===== config.mk =====
export PLATFORM = sky130hd
export DESIGN_NAME = ifetch_xlat
export DESIGN_NICKNAME = d
export VERILOG_FILES = /design/src/rtl/ifetch_xlat_pkg.sv /design/src/rtl/ifetch_check.sv /design/src/rtl/ifetch_capture.sv /design/src/rtl/ifetch_xlat.sv
export SDC_FILE = /design/constraint.sdc
export NUM_CORES = 1
export LEC_CHECK = 0
export BUFFER_PORTS_ARGS = -buffer_cell sky130_fd_sc_hd__buf_4
export CAP_MARGIN = 15
export CORE_MARGIN = 2
export CORE_UTILIZATION = 47
export CTS_CLUSTER_SIZE = 16
export DETAILED_ROUTE_END_ITERATION = 8
export GPL_ROUTABILITY_DRIVEN = 1
export GPL_TIMING_DRIVEN = 0
export PLACE_DENSITY_LB_ADDON = 0.25
export REMOVE_ABC_BUFFERS = 1
export SKIP_CTS_REPAIR_TIMING = 1
export SLEW_MARGIN = 20
export SYNTH_ARGS = -nofsm -noshare
export SYNTH_HDL_FRONTEND = slang
export SYNTH_SLANG_ARGS = --single-unit

===== constraint.sdc =====
create_clock -name clk -period 2.6 [get_ports clk]
set_input_delay 0.26 -clock clk [delete_from_list [all_inputs] [get_ports clk]]
set_output_delay 0.26 -clock clk [all_outputs]
set_load 0.01 [all_outputs]

===== src/rtl/ifetch_xlat_pkg.sv =====
package ifetch_xlat_pkg;

    typedef enum logic [1:0] {
        FLT_NONE = 2'd0,
        FLT_ACV  = 2'd1,
        FLT_PAGE = 2'd2
    } flt_e;

    localparam logic [1:0]  MODE_KERNEL = 2'd0;
    localparam logic [15:0] VEC_ACV     = 16'h0081;
    localparam logic [15:0] VEC_PAGE    = 16'h0181;

    function automatic logic [15:0] vector_of(flt_e cls);
        case (cls)
            FLT_ACV:  vector_of = VEC_ACV;
            FLT_PAGE: vector_of = VEC_PAGE;
            default:  vector_of = 16'h0000;
        endcase
    endfunction

endpackage


===== src/rtl/ifetch_check.sv =====
module ifetch_check
    import ifetch_xlat_pkg::*;
#(
    parameter int VA_W       = 32,
    parameter int PA_W       = 28,
    parameter int VALID_W    = 30,
    parameter int PAGE_SHIFT = 13
) (
    input  logic [VA_W-1:0]            va,
    input  logic [1:0]                 mode,
    input  logic                       sp_hit,
    input  logic                       pt_hit,
    input  logic [PA_W-PAGE_SHIFT-1:0] pt_ppn,
    input  logic [3:0]                 pt_xre,
    output flt_e                       cls,
    output logic [PA_W-1:0]            paddr
);
    localparam int EXT_W = VA_W - VALID_W + 1;

    logic [EXT_W-1:0] ext_bits;
    logic             va_ok;
    logic             exec_ok;

    assign ext_bits = va[VA_W-1:VALID_W-1];
    assign va_ok    = (ext_bits == '0) || (ext_bits == '1);
    assign exec_ok  = pt_xre[mode];

    always_comb begin
        cls   = FLT_NONE;
        paddr = '0;
        if (!va_ok) begin
            cls = FLT_ACV;
        end else if (sp_hit) begin
            if (mode != MODE_KERNEL) cls = FLT_ACV;
            else                     paddr = va[PA_W-1:0];
        end else if (!pt_hit) begin
            cls = FLT_PAGE;
        end else if (!exec_ok) begin
            cls = FLT_ACV;
        end else begin
            paddr = {pt_ppn, va[PAGE_SHIFT-1:0]};
        end
    end

endmodule


===== src/rtl/ifetch_capture.sv =====
module ifetch_capture #(
    parameter int VA_W       = 32,
    parameter int PAGE_SHIFT = 13
) (
    input  logic            clk,
    input  logic            rst,
    input  logic            cap_en,
    input  logic [VA_W-1:0] va,
    input  logic            base_we,
    input  logic [VA_W-1:0] base_wdata,
    output logic [VA_W-1:0] tag_q,
    output logic [VA_W-1:0] form_q
);
    logic [VA_W-1:0] base_q;
    logic [VA_W-1:0] vpn_scaled;

    assign vpn_scaled = (va >> PAGE_SHIFT) << 3;

    always_ff @(posedge clk) begin
        if (rst) begin
            base_q <= '0;
            tag_q  <= '0;
            form_q <= '0;
        end else begin
            if (base_we) base_q <= base_wdata;
            if (cap_en) begin
                tag_q  <= va;
                form_q <= base_q | vpn_scaled;
            end
        end
    end

endmodule


===== src/rtl/ifetch_xlat.sv =====
module ifetch_xlat
    import ifetch_xlat_pkg::*;
#(
    parameter int VA_W       = 32,
    parameter int PA_W       = 28,
    parameter int VALID_W    = 30,
    parameter int PAGE_SHIFT = 13
) (
    input  logic                       clk,
    input  logic                       rst,
    input  logic                       req_valid,
    input  logic [VA_W-1:0]            req_va,
    input  logic [1:0]                 req_mode,
    input  logic                       req_misspec,
    input  logic                       sp_hit,
    input  logic                       pt_hit,
    input  logic [PA_W-PAGE_SHIFT-1:0] pt_ppn,
    input  logic [3:0]                 pt_xre,
    input  logic                       base_we,
    input  logic [VA_W-1:0]            base_wdata,
    output logic                       rsp_valid,
    output logic [1:0]                 rsp_fault,
    output logic [15:0]                rsp_vector,
    output logic [PA_W-1:0]            rsp_paddr,
    output logic [VA_W-1:0]            tag_q,
    output logic [VA_W-1:0]            form_q
);
    flt_e            chk_cls;
    logic [PA_W-1:0] chk_paddr;
    logic            cap_en;

    ifetch_check #(
        .VA_W(VA_W), .PA_W(PA_W), .VALID_W(VALID_W), .PAGE_SHIFT(PAGE_SHIFT)
    ) u_check (
        .va(req_va), .mode(req_mode), .sp_hit(sp_hit), .pt_hit(pt_hit),
        .pt_ppn(pt_ppn), .pt_xre(pt_xre), .cls(chk_cls), .paddr(chk_paddr)
    );

    assign cap_en = req_valid && !req_misspec && (chk_cls != FLT_NONE);

    ifetch_capture #(
        .VA_W(VA_W), .PAGE_SHIFT(PAGE_SHIFT)
    ) u_capture (
        .clk(clk), .rst(rst), .cap_en(cap_en), .va(req_va),
        .base_we(base_we), .base_wdata(base_wdata),
        .tag_q(tag_q), .form_q(form_q)
    );

    always_ff @(posedge clk) begin
        if (rst) begin
            rsp_valid  <= 1'b0;
            rsp_fault  <= FLT_NONE;
            rsp_vector <= '0;
            rsp_paddr  <= '0;
        end else begin
            rsp_valid  <= req_valid;
            rsp_fault  <= req_valid ? chk_cls : FLT_NONE;
            rsp_vector <= req_valid ? vector_of(chk_cls) : 16'h0000;
            rsp_paddr  <= req_valid ? chk_paddr : '0;
        end
    end

endmodule


* Word-level counts from Yosys, hierarchy flattened *
Index checks and enable logic that the tools add are counted.

storage, ports and cells
  register bits = 143
  input bits = 92
  output and inout bits = 111
  logic and storage cells = 35

operators by class
  $lt $le $gt $ge = 1
  equal/unequal tests = 3
  multiplexer cells = 12
  bitwise logic cells = 3
  reduce and logical (&&, ||, !) cells = 9

operator list
  cell                                                                          count
  28-bit two-way mux                                                            4
  32-bit by 22-bit bitwise OR with 32-bit output                                1
  9-bit case mux with 2 select lines                                            1
  2-bit two-way mux                                                             3
  2-bit nonzero test                                                            2
  3-bit == test, second input constant                                          1
  3-bit logical NOT                                                             1
  2-bit by 3-bit less-than comparator with 1-bit output, second input constant  1
  1-bit two-way mux                                                             3
  3-bit OR reduction                                                            1
  1-bit binary-select mux with 2-bit select                                     1
  2-bit by 1-bit == test with 1-bit output, second input constant               1
  2-bit == test, second input constant                                          1
  1-bit logical AND                                                             2
  1-bit NOT                                                                     2
  2-bit OR reduction                                                            1
  1-bit logical NOT                                                             1
  1-bit logical OR                                                              1

* Longest topological paths before layout *
Gate-level depths: netlist (run 1).

  word-level depth = 8
  depth in mapped cells = 10

* Modules after synthesis *
From an unflattened synthesis (run 1), not the netlist that was laid out.

second synthesis, totals
  cell total of the unflattened synthesis = 502
  area total of the unflattened synthesis = 5159.9 sq um

by module, submodules not included
  module          instances  cells an instance  area each (sq um)
  ifetch_capture  1          331                3482.1
  ifetch_xlat     1          92                 1131.1
  ifetch_check    1          79                 546.8

* Least setup slack after synthesis (run 1) *
Ideal clock, no wire load.

  kind = input -> register
  start = input req_va[31]
  end = register u_capture.tag_q[3]
  data arrival time = 1894 ps
  slack = 635 ps
  stages = 10
  path buffers = 2
  cell sequence = nor3_1 nor2_1 or3_1 ha_1 nor2_1 and2_1 buf_2 clkbuf_1 nand2_1 a21oi_1

between the ends
  word-level cells in the longest chain between the ends = 5
  elaborated cells between the ends (all ways) = 6
  classes of those cells = eq/ne (1); mux (1); reduce/logical (4)

ends and longest elaborated chain
  what                                                line                  RTL
  start, declared                                     ifetch_xlat.sv:12     input logic [VA_W-1:0] req_va,
  3-bit == test or 3-bit logical NOT (tied branches)  ifetch_check.sv:25    assign va_ok = (ext_bits == '0) || (ext_bits == '1);
  1-bit logical OR *                                  ifetch_check.sv:25
  2-bit two-way mux *                                 ifetch_check.sv:31    if (!va_ok) begin
  2-bit nonzero test *                                ifetch_xlat.sv:39     assign cap_en = req_valid && !req_misspec && (chk_cls != FLT_NONE);
  1-bit logical AND *                                 ifetch_xlat.sv:39
  end signal, assigned                                ifetch_capture.sv:27  tag_q <= va;
  end, declared                                       ifetch_capture.sv:11  output logic [VA_W-1:0] tag_q,

Mark *: on every way between the ends. The rest lies on a longest branch, timed or not.
A chain may end at the register's enable or synchronous reset.

* Final worst setup path (run 1) *
  start = input sp_hit
  end = register u_capture.form_q[8]

between the ends
  word-level cells in the longest chain between the ends = 4

ends and longest elaborated chain
  what                  line                  RTL
  start, declared       ifetch_xlat.sv:15     input logic sp_hit,
  2-bit two-way mux     ifetch_check.sv:33    end else if (sp_hit) begin
  2-bit two-way mux     ifetch_check.sv:31
  2-bit nonzero test    ifetch_xlat.sv:39
  1-bit logical AND     ifetch_xlat.sv:39
  end signal, assigned  ifetch_capture.sv:28  form_q <= base_q | vpn_scaled;
  end, declared         ifetch_capture.sv:12  output logic [VA_W-1:0] form_q

No other way between the ends.

==> results.md, run 1 <==
* Result of the run: finished, violations left
* Failing checks: hold timing
* Number of max-cap violations at 0
* Unrepaired setup endpoints after global routing: no
* Clk_skew at roughly 0.0057 ns
* Antenna diodes at 0
* Kind of critical path: input pin to flip-flop
* Fmax at around 430 MHz
* DRC at 0
* Post-synthesis sequential area ratio at between 50 and 60%
* Chip Width at a little over 100 µm
* Post-synth top area share at approximately 55%
* Mapped Area at roughly 4700 µm²
* Largest net degree at the start of global routing at between 90 and 100
* Crit. End Element: flip-flop
* Area contributors post-synth: dfxtp_1, nand2_1, mux2i_1
* # nets final at 820
* Initial drt markers at ~160
* H-tree depth at 4
* WL per Instance at between 15 and 20 µm
* Total gr overflow at 0
* Routed WL at about 13000 µm
* Worst EP required at between 3 and 4 ns
* Die Span Y at just over 100 µm
* Vias in the first global route at between 4000 and 5000
* Rel. slew slack at between 30% and 40%
* Leak at around 3.2 nW
* Overall Power at 5.087 mW
* Port-buffer cells at ~190
* Pwr/cell area at around 710 nW/µm²
* Most common cell in the synthesized netlist: dfxtp_1
* Synth warn at 0
* Total number of vias at ~4300
* DP HPWL at between 8000 and 9000 µm
* Placement Rows at 36
* Library cells used by synthesis at 34
* Final Slew Violations at 0
* Period minus WS final at approximately 2.4 ns
* Main synth FF type: dfxtp_1
* CTS sink count at between 100 and 150
* Tcrit/Tclk final at 90.42%
* Average size of a mapped cell at 9.231 µm²
* Hold Vio Cnt, Final at 9
* Area growth from synthesis to layout at 52.67%
* Critical Path Fanout Max at between 60 and 70
* Routability congestion estimate from global placement at 0.7324
* Initial antenna violation count at 0
* Die ar. at 10750 µm²
* Cts bufs inserted at 17
* Top Ports at roughly 200
* First-pass GRT wire length at between 15000 and 20000 µm
* Final setup fails at 0
* Post-synthesis cell count at around 510
* Layout cells sized above 1 at about a third
* Worst skew pair latency at a little over 0.5 ns
* Fillers at ~690
* Hold slack final at -0.01881 ns
* Slew @ Worst Pin at slightly above 1 ns
* Root Buffer: clkbuf_8
* CORE AREA at 9729 µm²
* Hold/Removal Path Class: input pin to flip-flop
* Antenna viol nets, final at 0
* Synth area leader: dfxtp_1
* Max IR drop VDD at ~0.00042 V
* First-pass DRT Iterations at 4
* Synth top cells by count: dfxtp_1, nand2_1, nor2_1, a21oi_1, nor3_1
* Critical Path AT at between 2 and 3 ns
* Total GRT Usage at ~23%
* Clock slew at reported path FFs at roughly 0.06 ns
* Ys async rst share at 0%
* Critical path startpoint category: input pin
* Starting Density at between 40 and 50%
* Vias per cell at between 4 and 5
* CTS tree: yes
* Yosys reg bits at ~130
* Post-synth EDFFs at 0
* Max clock buf depth at 2
-- final cells by class --
| type | count | area, µm² | share of cell area [%] |
|---|---|---|---|
| Sequential cell | 129 | 2582 | 36.22 |
| Multi-Input combinational cell | 341 | 1883 | 26.41 |
| Timing Repair Buffer | 235 | 1879 | 26.36 |
| Clock buffer | 20 | 455.4 | 6.387 |
| Tap cell | 133 | 166.4 | 2.334 |
| Clock inverter | 12 | 156.4 | 2.193 |
| Inverter | 2 | 7.507 | 0.1053 |
-- stage by stage --
step	TNS [ns]	area (µm²)	util [%]	worst slack (ns)	cells
floorplan	-1.495	4454	-	-0.02357	472
global placement	-73.66	6040	62.08	-1.088	794
detailed placement	-0.2104	6088	62.58	-0.06138	797
CTS	0	6700	68.87	0.4377	829
global route	0	7131	73.29	0.09316	872
finish	0	7131	73.29	0.2490	872
-- per-layer routing --
metal	part of all wire, %	vias up	global-route usage (%)
li1	-	2088	-
met1	41	2010	26.59
met2	50	175	37.98
met3	8.0	13	8.559
met4	1.0	0	8.977
met5	0	-	0
-- kinds of logic (layout without fill, tap and decap cells) --
| kind of cell | Yosys count | in the layout | share of synthesized area [%] |
|---|---|---|---|
| AO/OA/AOI/OAI | 66 | 66 | 9.376 |
| adder cells (fa/ha/maj) | 2 | 2 | 0.5357 |
| buffers and inverters | 48 | 269 | 5.759 |
| flip-flops | 129 | 129 | 55.29 |
| multiplexers | 35 | 35 | 7.688 |
| other | 1 | 13 | 0.08029 |
| AND/OR/NAND/NOR | 225 | 225 | 21.27 |
-- power by group --
part / internal (mW) / total (mW) / switching [mW]
registers: 2.06 / 2.11 / 0.0443
clock network: 1.54 / 2.41 / 0.873
logic: 0.288 / 0.567 / 0.278
total: 3.89 / 5.09 / 1.20
-- critical path: stages --
cell	delay [ns]
dlygate4sd3_1	0.54
buf_4	0.16
or3_1	0.36
ha_1	0.19
nor2_1	0.21
and2_4	0.66
nor2_1	0.12
nor3_1	0.22
-- state kept, by name, summed over array words and instances, names as in the netlist --
name              cells
u_capture.base_q     32
u_capture.form_q     32
u_capture.tag_q      32
rsp_paddr            28
rsp_fault             2
rsp_vector            2
rsp_valid             1
-- final timing paths --
kind,slack (ns),end,startpoint,depth (start not counted)
worst max-delay path,0.25,u_capture.form_q[8],sp_hit,8
worst min-delay path,-0.02,rsp_paddr[13],pt_ppn[0],3
worst max register to register,1.84,u_capture.form_q[16],u_capture.base_q[16],2
worst min register to register,0.45,u_capture.form_q[25],u_capture.base_q[25],2
-- placed cells by master, fill, tap and decap left out, drive strengths merged --
master,instances
or3,1
bufinv,3
or2b,1
clkbuf,20
nand3b,1
o221ai,1
dlygate4sd3,43
o21ai,3
dfxtp,129
a21oi,45
a22oi,15
nor2b,2
nor2,68
buf,192
mux2,1
clkinvlp,4
and3b,1
or3b,1
o22ai,1
nor3,41
and3,1
conb,13
clkinv,4
and2,16
nand2,92
a31oi,1
ha,2
mux2i,34
inv,3
(Power assumes the default switching activity.)
==> run 2, diff against run 1 <==
--- a/config.mk
+++ b/config.mk
@@ -8,12 +8,12 @@
 export BUFFER_PORTS_ARGS = -buffer_cell sky130_fd_sc_hd__buf_4
 export CAP_MARGIN = 15
 export CORE_MARGIN = 2
-export CORE_UTILIZATION = 47
+export CORE_UTILIZATION = 42
 export CTS_CLUSTER_SIZE = 16
 export DETAILED_ROUTE_END_ITERATION = 8
 export GPL_ROUTABILITY_DRIVEN = 1
 export GPL_TIMING_DRIVEN = 0
-export PLACE_DENSITY_LB_ADDON = 0.25
+export PLACE_DENSITY = 0.72
 export REMOVE_ABC_BUFFERS = 1
 export SKIP_CTS_REPAIR_TIMING = 1
 export SLEW_MARGIN = 20
==> constraint.sdc (replaced) <==
create_clock -name clk -period 2.1 [get_ports clk]
set_input_delay 0.21 -clock clk [delete_from_list [all_inputs] [get_ports clk]]
set_output_delay 0.21 -clock clk [all_outputs]
set_load 0.01 [all_outputs]
==> run 2 against run 1 <==
Net effect: the run still ends with hold timing left; cell count rose by 6.9%; global-route usage fell by 2.0 points; first-iteration DRC count rose by 52%; wire length rose by 15%; total power rose by 23%; clock skew fell by 0.0019 ns; count of clock-buffer cells in the layout rose by 3; highest routed layer unchanged.
==> results.md, run 2 (synthesized netlist as in run 1, its figures left out) <==
* Result of the run: finished, violations left
* Failing checks: hold timing
* Area growth from synthesis to layout at 63.86%
* Clk_skew at roughly 0.0038 ns
* Routability congestion estimate from global placement at approximately 0.77
* Clock network fraction of total power at a little under half
* Total gr overflow at 0
* Critical path startpoint category: input pin
* Chip Width at ~110 µm
* DRC at 0
* CTS tree: yes
* # nets final at roughly 870
* Unrepaired setup endpoints after global routing: no
* Sw power at around 1.5 mW
* Top Ports at between 200 and 250
* Antenna viol nets, final at 0
* Vias per cell at about 4.9
* Initial antenna violation count at 0
* Die Span Y at about 110 µm
* Clock slew at reported path FFs at approximately 0.060 ns
* First-pass DRT Iterations at 4
* Placed insts at 804
* Root Buffer: clkbuf_8
* Rel. slew slack at between 30 and 40%
* Leading cell type in the layout, fill and taps excluded: buf_4
* Critical Path Fanout Max at 32
* Hold slack final at -0.04103 ns
* Global route hottest layer: met2
* Worst skew pair latency at between 0.5 and 0.6 ns
* DP HPWL at approximately 8600 µm
* CORE AREA at ~11000 µm²
* FF-to-FF setup slack at between 1 and 1.5 ns
* Die ar. at between 10000 and 15000 µm²
* Pwr/cell area at 819.9 nW/µm²
* Reg power frac at about two fifths
* Number of max-cap violations at 0
* Antenna diodes at 0
* Starting Density at a little over two fifths
* Initial drt markers at 247
* Leak at about 3.4 nW
* Max IR drop VDD at 0.0005737 V
* Fmax at 510.6 MHz
* Final Slew Violations at 0
* P_int at 4.789 mW
* Routed WL at around 15000 µm
* Met3 Track Usage GR at between 7 and 8%
* WL per Instance at 16.39 µm
* Slew @ Worst Pin at roughly 1.0 ns
* Period minus WS final at between 1.5 and 2 ns
* Total number of vias at 4585
* Kind of critical path: input pin to flip-flop
* Port-buffer cells at 189
* Max clock buf depth at 2
* Switching part of the total at about a quarter
* Hold Vio Cnt, Final at 2
* CTS sink count at between 100 and 150
* Met1 track demand over resource at 24.04%
* Most frequent cells in the layout: buf_4, dfxtp_1, dlygate4sd3_1, nand2_1, nor2_1
* Cts bufs inserted at 17
* Worst EP required at 2.53 ns
* Top flop regs: u_capture.base_q (32), u_capture.form_q (32), u_capture.tag_q (32)
* Logic pwr share at approximately 13%
* Placement Rows at 38
* Crit. End Element: flip-flop
* First-pass GRT wire length at ~19000 µm
* Overall Power at about 6.3 mW
* Util after Layout at 70.60%
* H-tree depth at 4
* Non-Filler Instances at 932
* Largest net degree at the start of global routing at slightly below 100
* Layout cells sized above 1 at about a third
* Tcrit/Tclk final at a little over 90%
* Total GRT Usage at approximately a fifth
* Met2 Use GR at between 30% and 40%
* Hold/Removal Path Class: input pin to flip-flop
* Critical Path AT at 2.39 ns
* Final setup fails at 0
* Vias in the first global route at between 3000 and 4000
[run 2: routing by layer]
metal | share of wire [%] | vias up
met5 | 0 | -
met4 | 2.0 | 0
met3 | 8.0 | 28
met2 | 50 | 205
met1 | 40 | 2150
li1 | - | 2202
[run 2: worst paths after layout]
path                                      startpoint                    to  depth (start not counted)
worst min-delay path                  base_wdata[22]  u_capture.base_q[22]                          3
worst max-delay path                     req_mode[1]  u_capture.form_q[21]                          9
worst min register to register  u_capture.base_q[30]  u_capture.form_q[30]                          2
worst max register to register  u_capture.base_q[19]  u_capture.form_q[19]                          2
[run 2: final cells by class]
cell class | instances | area, µm²
fillers | 782 | 3187
flip-flops and latches | 129 | 2582
well taps | 140 | 175.2
multi-input cells | 344 | 1927
repair buffers | 285 | 2380
clock inverters | 9 | 105.1
clock buffers | 23 | 476.7
inverters | 2 | 7.507
[run 2: power by group through the flow]
stage          Sequential (mW)  Combinational, mW  Clock (mW)
2_1_floorplan             2.69              0.225           0
5_1_grt                   2.62              0.877        2.98
6_report                  2.61              0.812        2.85
3_3_place_gp              2.66              0.618           0
4_1_cts                   2.61              0.640        2.88
3_5_place_dp              2.66              0.637           0
[run 2: per-stage QoR]
step,instance area (µm²),hold slack [ns],setup TNS (ns),worst slack (ns)
2_1_floorplan,4454,0.2791,-30.30,-0.4736
3_3_place_gp,6048,0.4236,-110.40,-1.581
3_5_place_dp,6097,0.4284,-31.45,-0.5389
4_1_cts,6679,-0.1096,-0.02698,-0.02181
5_1_grt,7654,-0.01219,0,0.03182
6_report,7654,-0.04103,0,0.1416
[run 2: critical path: stages]
cell and delay (ns):
buf_4 0.13, mux2i_2 0.36, mux2_2 0.22, a31oi_1 0.15, ha_1 0.28, nor2_4 0.25
and2_4 0.51, nor2_1 0.10, nor3_1 0.16
==> run 3, diff against run 2 <==
--- a/config.mk
+++ b/config.mk
@@ -7,13 +7,15 @@
 export LEC_CHECK = 0
 export BUFFER_PORTS_ARGS = -buffer_cell sky130_fd_sc_hd__buf_4
 export CAP_MARGIN = 15
+export CELL_PAD_IN_SITES_DETAIL_PLACEMENT = 0
+export CELL_PAD_IN_SITES_GLOBAL_PLACEMENT = 1
 export CORE_MARGIN = 2
-export CORE_UTILIZATION = 42
+export CORE_UTILIZATION = 31
 export CTS_CLUSTER_SIZE = 16
 export DETAILED_ROUTE_END_ITERATION = 8
 export GPL_ROUTABILITY_DRIVEN = 1
 export GPL_TIMING_DRIVEN = 0
-export PLACE_DENSITY = 0.72
+export PLACE_DENSITY = 0.73
 export REMOVE_ABC_BUFFERS = 1
 export SKIP_CTS_REPAIR_TIMING = 1
 export SLEW_MARGIN = 20
==> run 3 against run 2 <==
Net effect: the run now ends clean; critical path depth rose by 1; hold slack improved by 0.058 ns; count of clock-buffer cells in the layout fell by 5; clock skew rose by 0.00082 ns; fmax rose by 4.8%; largest power group unchanged.
==> results.md, run 3 (synthesized netlist as in run 1, its figures left out) <==
* Final setup fails at 0
* Crit. End Element: flip-flop
* Kind of critical path: input pin to flip-flop
* Unrepaired setup endpoints after global routing: no
* Non-Filler Instances at approximately 890
* Met2 WL at approximately 6500 µm
* Finished Cell Area at 6959 µm²
* First-pass GRT wire length at about 20000 µm
* Leading cell type in the layout, fill and taps excluded: buf_4
* Layout cells sized above 1 at between 30 and 40%
* Final Slew Violations at 0
* Vias in the first global route at 3962
* DP HPWL at between 9000 and 10000 µm
* Initial antenna violation count at 0
* Top Family by Delay on Critical Path: simple AND/OR/NAND/NOR gates
* CP cell instances: buf_4 -> mux2i_4 -> mux2_2 -> a31oi_1 -> ha_1 -> nor2_4 -> nand2_8 -> buf_12 -> nor3_1 -> nor3_1
* CORE AREA at between 10000 and 15000 µm²
* Slew @ Worst Pin at just over 1 ns
* Top layer in use: met4
* H-tree depth at 4
* Clk_skew at about 0.0046 ns
* Critical Path AT at between 2 and 2.5 ns
* FF-to-FF setup slack at between 1 and 1.5 ns
* Hold Vio Cnt, Final at 0
* CTS sink count at 129
* CTS tree: yes
* Result of the run: finished clean
* Total gr overflow at 0
* Hold/Removal Path Class: input pin to flip-flop
* Placement Rows at 44
* Placed insts at 850
* Antenna diodes at 0
* Pwr/cell area at between 900 and 1000 nW/µm²
* Area growth from synthesis to layout at 49.00%
* Most frequent cells in the layout: buf_4, dfxtp_1, nand2_1, nor2_1, a21oi_1
* Antenna viol nets, final at 0
* Cts bufs inserted at 17
* Chip Width at roughly 130 µm
* Root Buffer: clkbuf_16
* Max IR drop VDD at ~0.00052 V
* Worst skew pair latency at just over 0.4 ns
* Critical-path top delay cell: mux2i_4
* Met3 wire len at 973 µm
* Critical Path Fanout Max at 33
* First-pass DRT Iterations at 4
* Initial drt markers at approximately 170
* Routed WL at roughly 13000 µm
* Clock slew at reported path FFs at 0.06 ns
* Worst EP required at about 2.4 ns
* Number of max-cap violations at 0
* # nets final at around 780
* Vias per cell at roughly 4.7
* Leak at slightly above 3 nW
* Total GRT Usage at roughly 16%
* Crit path largest cell delay at about 0.30 ns
* Routability congestion estimate from global placement at 0.7130
* DP Area at ~6200 µm²
* Total number of vias at 4129
* Top flop regs: u_capture.base_q (32), u_capture.form_q (32), u_capture.tag_q (32)
* Die ar. at between 15000 and 20000 µm²
* Tcrit/Tclk final at approximately nine tenths
* Fillers at between 1000 and 1500
* Rel. slew slack at 32.44%
* Port-buffer cells at roughly 190
* Period minus WS final at 1.869 ns
* Most frequent CP cell: nor3_1
* Top Ports at slightly above 200
* WP buf/inv at 2
* Max clock buf depth at 2
* Fmax at about 540 MHz
* WL per Instance at around 15 µm
* Largest net degree at the start of global routing at between 90 and 100
* Critical path startpoint category: input pin
* DRC at 0
* M1 WL at about 5800 µm
* Die Span Y at 126.7 µm
* Starting Density at 31.90%
-- run 3: cell count changes in the layout (fill, tap and decap cells not counted), moves of 2 or more --
| cell | delta |
|---|---|
| buf_12 | +3 |
| buf_4 | -2 |
| buf_6 | +3 |
| bufinv_16 | +4 |
| clkbuf_8 | -5 |
| clkinv_4 | +4 |
| clkinvlp_4 | -3 |
| dlygate4sd3_1 | -90 |
| mux2i_2 | -2 |
| mux2i_4 | +2 |
-- run 3: worst paths after layout --
path | to | startpoint | cells after the start
worst max-delay path | u_capture.form_q[16] | req_mode[1] | 10
worst min-delay path | rsp_paddr[8] | req_va[8] | 2
worst max register to register | u_capture.form_q[16] | u_capture.base_q[16] | 2
worst min register to register | u_capture.tag_q[18] | u_capture.tag_q[18] | 2
-- run 3: stage by stage --
stage / TNS (ns) / hold slack [ns] / worst slack [ns] / util, % / total power [mW]
floorplan: -30.30 / 0.2791 / -0.4736 / - / 2.912
global placement: -119.08 / 0.4250 / -1.624 / 41.68 / 3.279
detailed placement: -19.39 / 0.4269 / -0.4563 / 42.31 / 3.312
CTS: -0.1117 / -0.009563 / -0.02916 / 46.86 / 6.645
global route: 0 / 0.002421 / 0.02943 / 47.52 / 6.867
finish: 0 / 0.01664 / 0.2309 / 47.52 / 6.600
-- run 3: final cells by class --
type	instances	area [µm²]	area share, %
multi-input combinational	342	1929	27.72
tap	184	230.2	3.308
sequential	129	2582	37.11
clock buffer	18	429.2	6.167
inverter	2	7.507	0.1079
timing repair buffer	198	1543	22.17
clock inverter	14	237.7	3.416
-- run 3: worst register-to-register path, delay by kind of cell (launching register included) --
family / cells / cell delay, ns
flops: 1 / 0.31
simple gates: 2 / 0.25
-- run 3: routing by layer --
layer  GRT usage [%]  vias to the layer above
li1                -                     2021
met1           19.28                     1942
met2           26.80                      149
met3           5.146                       17
met4           6.270                        0
met5               0                        -
-- run 3: power by group --
group	leakage (nW)	internal (mW)	switching [mW]
Clock	0.324	2.23	1.09
Sequential	1.05	2.56	0.0531
Combinational	1.70	0.329	0.342
